## src/rtl/semaphore_pkg.sv

```systemverilog
package semaphore_pkg;

  typedef enum logic [1:0] {
    OWN_NONE  = 2'd0,
    OWN_LEFT  = 2'd1,
    OWN_RIGHT = 2'd2
  } owner_e;

  // Per-flag strobes issued by the control to the flag bank.
  typedef struct packed {
    logic reqLeft;
    logic relLeft;
    logic reqRight;
    logic relRight;
  } flagStrobe_t;

endpackage

```

## src/rtl/sem_ctrl.sv

```systemverilog
module sem_ctrl
  import semaphore_pkg::*;
#(
  parameter int NUM_FLAGS = 8,
  parameter int IDX_W     = 3
) (
  input  logic                           lSel,
  input  logic                           lWr,
  input  logic [IDX_W-1:0]               lIdx,
  input  logic                           lBit,
  input  logic                           rSel,
  input  logic                           rWr,
  input  logic [IDX_W-1:0]               rIdx,
  input  logic                           rBit,
  output flagStrobe_t [NUM_FLAGS-1:0]    strobes
);

  logic lWrite;
  logic rWrite;

  assign lWrite = lSel && lWr;
  assign rWrite = rSel && rWr;

  for (genvar i = 0; i < NUM_FLAGS; i++) begin : g_dec
    logic lHit;
    logic rHit;
    assign lHit = lWrite && (lIdx == IDX_W'(i));
    assign rHit = rWrite && (rIdx == IDX_W'(i));
    assign strobes[i].reqLeft  = lHit && !lBit;
    assign strobes[i].relLeft  = lHit &&  lBit;
    assign strobes[i].reqRight = rHit && !rBit;
    assign strobes[i].relRight = rHit &&  rBit;
  end

endmodule

```

## src/rtl/sem_flag_bank.sv

```systemverilog
module sem_flag_bank
  import semaphore_pkg::*;
#(
  parameter int NUM_FLAGS = 8,
  parameter int IDX_W     = 3,
  parameter int DATA_W    = 8
) (
  input  logic                        clk,
  input  logic                        rst_n,
  input  flagStrobe_t [NUM_FLAGS-1:0] strobes,
  input  logic [IDX_W-1:0]            lIdx,
  input  logic [IDX_W-1:0]            rIdx,
  output logic [DATA_W-1:0]           lRdata,
  output logic [DATA_W-1:0]           rRdata
);

  logic [NUM_FLAGS-1:0] leftOwns;
  logic [NUM_FLAGS-1:0] rightOwns;

  for (genvar i = 0; i < NUM_FLAGS; i++) begin : g_flag
    logic   pendLeft, pendRight;
    logic   nxtPendLeft, nxtPendRight;
    owner_e owner, nxtOwner;

    always_comb begin
      nxtPendLeft  = pendLeft;
      nxtPendRight = pendRight;
      if (strobes[i].reqLeft)  nxtPendLeft  = 1'b1;
      if (strobes[i].relLeft)  nxtPendLeft  = 1'b0;
      if (strobes[i].reqRight) nxtPendRight = 1'b1;
      if (strobes[i].relRight) nxtPendRight = 1'b0;

      if (owner == OWN_LEFT && nxtPendLeft)        nxtOwner = OWN_LEFT;
      else if (owner == OWN_RIGHT && nxtPendRight) nxtOwner = OWN_RIGHT;
      else if (nxtPendLeft)                        nxtOwner = OWN_LEFT;
      else if (nxtPendRight)                       nxtOwner = OWN_RIGHT;
      else                                         nxtOwner = OWN_NONE;
    end

    always_ff @(posedge clk) begin
      if (!rst_n) begin
        pendLeft  <= 1'b0;
        pendRight <= 1'b0;
        owner     <= OWN_NONE;
      end else begin
        pendLeft  <= nxtPendLeft;
        pendRight <= nxtPendRight;
        owner     <= nxtOwner;
      end
    end

    assign leftOwns[i]  = (owner == OWN_LEFT);
    assign rightOwns[i] = (owner == OWN_RIGHT);
  end

  logic lFlag;
  logic rFlag;

  always_comb begin
    lFlag = 1'b1;
    rFlag = 1'b1;
    if (int'(lIdx) < NUM_FLAGS) lFlag = !leftOwns[lIdx];
    if (int'(rIdx) < NUM_FLAGS) rFlag = !rightOwns[rIdx];
  end

  assign lRdata = {DATA_W{lFlag}};
  assign rRdata = {DATA_W{rFlag}};

endmodule

```

## src/rtl/sem_flag_unit.sv

```systemverilog
module sem_flag_unit
  import semaphore_pkg::*;
#(
  parameter int NUM_FLAGS = 8,
  parameter int DATA_W    = 8,
  localparam int IDX_W    = (NUM_FLAGS > 2) ? $clog2(NUM_FLAGS) : 1
) (
  input  logic              clk,
  input  logic              rst_n,
  input  logic              lSel,
  input  logic              lWr,
  input  logic [IDX_W-1:0]  lIdx,
  input  logic [DATA_W-1:0] lWdata,
  output logic [DATA_W-1:0] lRdata,
  input  logic              rSel,
  input  logic              rWr,
  input  logic [IDX_W-1:0]  rIdx,
  input  logic [DATA_W-1:0] rWdata,
  output logic [DATA_W-1:0] rRdata
);

  flagStrobe_t [NUM_FLAGS-1:0] strobes;

  sem_ctrl #(.NUM_FLAGS(NUM_FLAGS), .IDX_W(IDX_W)) u_ctrl (
    .lSel(lSel), .lWr(lWr), .lIdx(lIdx), .lBit(lWdata[0]),
    .rSel(rSel), .rWr(rWr), .rIdx(rIdx), .rBit(rWdata[0]),
    .strobes(strobes)
  );

  sem_flag_bank #(.NUM_FLAGS(NUM_FLAGS), .IDX_W(IDX_W), .DATA_W(DATA_W)) u_bank (
    .clk(clk), .rst_n(rst_n), .strobes(strobes),
    .lIdx(lIdx), .rIdx(rIdx),
    .lRdata(lRdata), .rRdata(rRdata)
  );

endmodule

```

## config.mk

```make
export PLATFORM = sky130hd
export DESIGN_NAME = sem_flag_unit
export DESIGN_NICKNAME = d
export VERILOG_FILES = /design/src/rtl/semaphore_pkg.sv /design/src/rtl/sem_ctrl.sv /design/src/rtl/sem_flag_bank.sv /design/src/rtl/sem_flag_unit.sv
export SDC_FILE = /design/constraint.sdc
export NUM_CORES = 1
export LEC_CHECK = 0
export ABC_AREA = 0
export BUFFER_PORTS_ARGS = -buffer_cell sky130_fd_sc_hd__buf_2
export CAP_MARGIN = 20
export CORE_ASPECT_RATIO = 1.4
export CORE_MARGIN = 4
export CORE_UTILIZATION = 23
export DETAILED_ROUTE_END_ITERATION = 16
export GPL_TIMING_DRIVEN = 0
export SLEW_MARGIN = 30
export SYNTH_ARGS = -nofsm -noshare
export SYNTH_HDL_FRONTEND = slang
export SYNTH_SLANG_ARGS = --single-unit
```

## constraint.sdc

```tcl
create_clock -name clk -period 1.8 [get_ports clk]
set_input_delay 0.18 -clock clk [delete_from_list [all_inputs] [get_ports clk]]
set_output_delay 0.18 -clock clk [all_outputs]
set_load 0.1 [all_outputs]
```

==> flow_summary.ini <==
[outcome]
run_status = completed

[yosys]
ys_seq_elements = 32
synthFlopType = dfxtp_1
synth.net_count = 245
syn_inst = 217
share_of_synthesized_registers_carrying_an_async_set_or_reset = 0
synthDominantCellAreaShare = 0.3267
synth_area_leader_cell = dfxtp_1
synth_area_per_cell_um2 = 9.035
synth_edf_count = 0
yosys-top-cells-area = dfxtp_1 (33%), buf_4 (6.9%), o211ai_1 (6.9%)
synth.distinct_cells = 35
portion_of_the_post_synthesis_area_used_by_sequential_elements = 0.3267
mappedNetlistArea_um2 = 1961
ys_warn_count = 0

[drt]
antenna_violating_nets_post_route = 0
route.detailed.drc = 0
first_pass_iters = 4
drt-vias-per-instance = 5.204
drt-initial-drc-count = 56
total_via_count_in_the_routed_design = 1837
route.detailed.wl_per_inst_um = 15.62
sum_of_routed_wire_length_over_all_layers_um = 5513

[global_route]
grt_first_pass_wirelength_um = 9142
number_of_antenna_violations_at_the_first_check_in_global_routing = 0
overflow = 0
first_global_vias = 1805
track_usage = 0.1159
grt_max_degree = 13

[clock_network]
cts_num_sinks = 32
clkSlewWorstSetupHoldPaths_ns = 0.05
cts_hold_buffers = 0
worstSkewPairLatency_ns = 0.28
htreeDepth = 2
cts.path.max_buffers = 2
tritoncts_clock_tree = built
total_cts_buffers = 5
clock-root-buffer = clkbuf_16

[worst_hold_path]
holdCritPathClass = in2reg
min_from = rIdx[1]

[sta]
worst_slew_pin_slew_ns = 0.4730
layout_min_cycle_time_ns = 1.746
final_hold_viol_count = 0
final.setup_skew_ns = 0.003191
setup_viol = 0
maxClockFrequency_ghz = 0.5728
grt_setup_unrepaired = true
period_utilization_post_route = 0.9699
worst_slew_margin_rel = 0.6847
maxSlewViolCount = 0
whs_ns = 0.3114

[floorplanning]
floorplan.die_area_um2 = 10090
placement_rows = 39
floorplan.die.height_um = 117.2
core_area_um2 = 8247
initial_utilization = 0.2377
die_w_um = 86.03
floorplan.io_pins = 44

[flow_run]
maxCapViolCount = 0

[worst_setup_path]
worst_r2r_path_depth = 3
reg2reg_slack_ns = 0.76
crit_fanout = 10
critPathLaunch = rIdx[0]
r2r-start = u_bank.g_flag[3].owner[0]$_SDFF_PN0_
crit_required_ns = 1.62
setup.worst_path.start_class = primary input
worst-setup-path-type = in2out
worst_setup_path_endpoint = rRdata[1]
regToRegEndpoint = u_bank.g_flag[3].owner[0]$_SDFF_PN0_
worst_setup_path_end_kind = output port
cp.arrival_ns = 1.57

[placement]
post_detailed_placement_half_perimeter_wirelength_um = 4044
finalWeightedCongestion = 0.8613
io_buffers = 25

[finish]
multi_input_area_um2 = 1224
final_layout_size_suffix_gt1_frac = 0.3984
number_of_antenna_repair_diodes = 0
ff_latch_area_um2 = 648.1
fin_util = 0.3349
fillerInstances = 821
nNetsFinal = 279
syn2layout_area_growth_pct = 40.84

[power_and_ir_drop]
power.static_leakage_nw = 1.153
ir_worst_vdd_mv = 0.7314
power_per_cell_area_nw_per_um2 = 807.4
-- stage by stage --
| step | setup TNS, ns | instances | setup WS (ns) | total power [mW] | instance area [µm²] |
|---|---|---|---|---|---|
| finish | 0 | 353 | 0.05414 | 2.229 | 2761 |
| global route | -0.2246 | 353 | -0.03378 | 2.311 | 2761 |
| CTS | 0 | 352 | 0.0006053 | 2.198 | 2620 |
| detailed placement | -10.73 | 344 | -0.7243 | 1.218 | 2213 |
| global placement | -10.33 | 344 | -0.6549 | 1.215 | 2213 |
| floorplan | 0 | 217 | 0.03628 | 1.129 | 1961 |
-- registers in the layout (all words and copies together) (netlist names) --
signal                   cells
u_bank.g_flag.pendRight      8
u_bank.g_flag.owner         16
u_bank.g_flag.pendLeft       8
-- timing repair --
action / CTS / global route
gates resized for setup: 67 / 30
setup endpoints to repair: 16 / 16
gates cloned: 0 / 0
setup buffers: 2 / 1
pin swaps: 3 / 5
-- how the worst min path moves through the flow --
stage,endpoint,slack [ns],depth (start not counted)
finish,u_bank.g_flag[0].pendRight$_SDFF_PN0_,0.31,3
global route,u_bank.g_flag[7].owner[1]$_SDFF_PP0_,0.33,4
CTS,u_bank.g_flag[4].pendRight$_SDFF_PN0_,0.30,3
detailed placement,u_bank.g_flag[5].pendRight$_SDFF_PN0_,0.50,2
global placement,u_bank.g_flag[4].pendLeft$_SDFF_PN0_,0.49,2
floorplan,u_bank.g_flag[7].pendRight$_SDFF_PN0_,0.43,3
-- logic make-up (layout without fill, tap and decap cells) --
group,Yosys count,in the layout,synth area share
AOI/OAI and AO/OA,64,64,0.2821
buffers and inverters,34,68,0.1117
and+or+nand+nor,87,87,0.2795
DFF,32,32,0.3267
-- critical path, stage by stage --
cell	delay, ns
buf_2	0.10
buf_2	0.18
and2b_2	0.26
a221oi_2	0.30
a32oi_2	0.08
buf_6	0.15
buf_4	0.14
buf_12	0.15
-- cells in the final DEF, fill, tap and decap left out, types with 7 or more instances in the layout --
| cell | count |
|---|---|
| dfxtp_1 | 26 |
| buf_4 | 19 |
| o211ai_1 | 18 |
| nand2_1 | 17 |
| buf_12 | 16 |
| buf_2 | 15 |
| nand2b_1 | 10 |
| nand3_1 | 10 |
| nor4_1 | 10 |
| nand2b_4 | 8 |
| o211a_1 | 8 |
| a211oi_1 | 8 |
| nor2b_1 | 7 |
-- where the power goes --
| part | total, mW | internal [mW] | switching [mW] | leakage (nW) |
|---|---|---|---|---|
| Sequential | 0.726 | 0.719 | 0.00663 | 0.261 |
| Combinational | 0.630 | 0.231 | 0.398 | 0.815 |
| Clock | 0.874 | 0.579 | 0.295 | 0.0760 |
-- per-layer routing --
| layer | share of wire | vias up | GRT usage | routed length, µm |
|---|---|---|---|---|
| li1 | - | 889 | - | - |
| met1 | 0.42 | 880 | 0.1426 | 2316 |
| met2 | 0.51 | 57 | 0.2017 | 2838 |
| met3 | 0.043 | 11 | 0.02101 | 236 |
| met4 | 0.022 | 0 | 0.04118 | 122 |
| met5 | 0 | - | 0 | 0 |
-- final cells by class --
class                   count  area share
plain buffers              28     0.07068
inverters                   5    0.006797
flip-flops and latches     32      0.2347
repair buffers             28      0.1432
multi-input cells         151      0.4431
well taps                 102     0.04622
clock buffers               7     0.05528
-- synth_stat cells (2+ instances only) --
master and n:
and3_1 2, nand3b_1 5, buf_6 2, nand2_1 17
or3_4 2, o2bb2a_1 2, dfxtp_1 32, inv_1 5
nand3_1 10, nand2b_1 17, nor2b_1 7, buf_2 7
a22o_1 4, o211ai_1 18, a211oi_2 6, or3_1 4
buf_4 18, nor4_1 10, clkbuf_1 2, a32oi_1 2
a211oi_1 8, and2b_1 4, o311ai_1 4, a221oi_1 2
a22oi_1 8, o211a_1 8, nor2_1 2, o311ai_0 2
(Power assumes the default switching activity.)
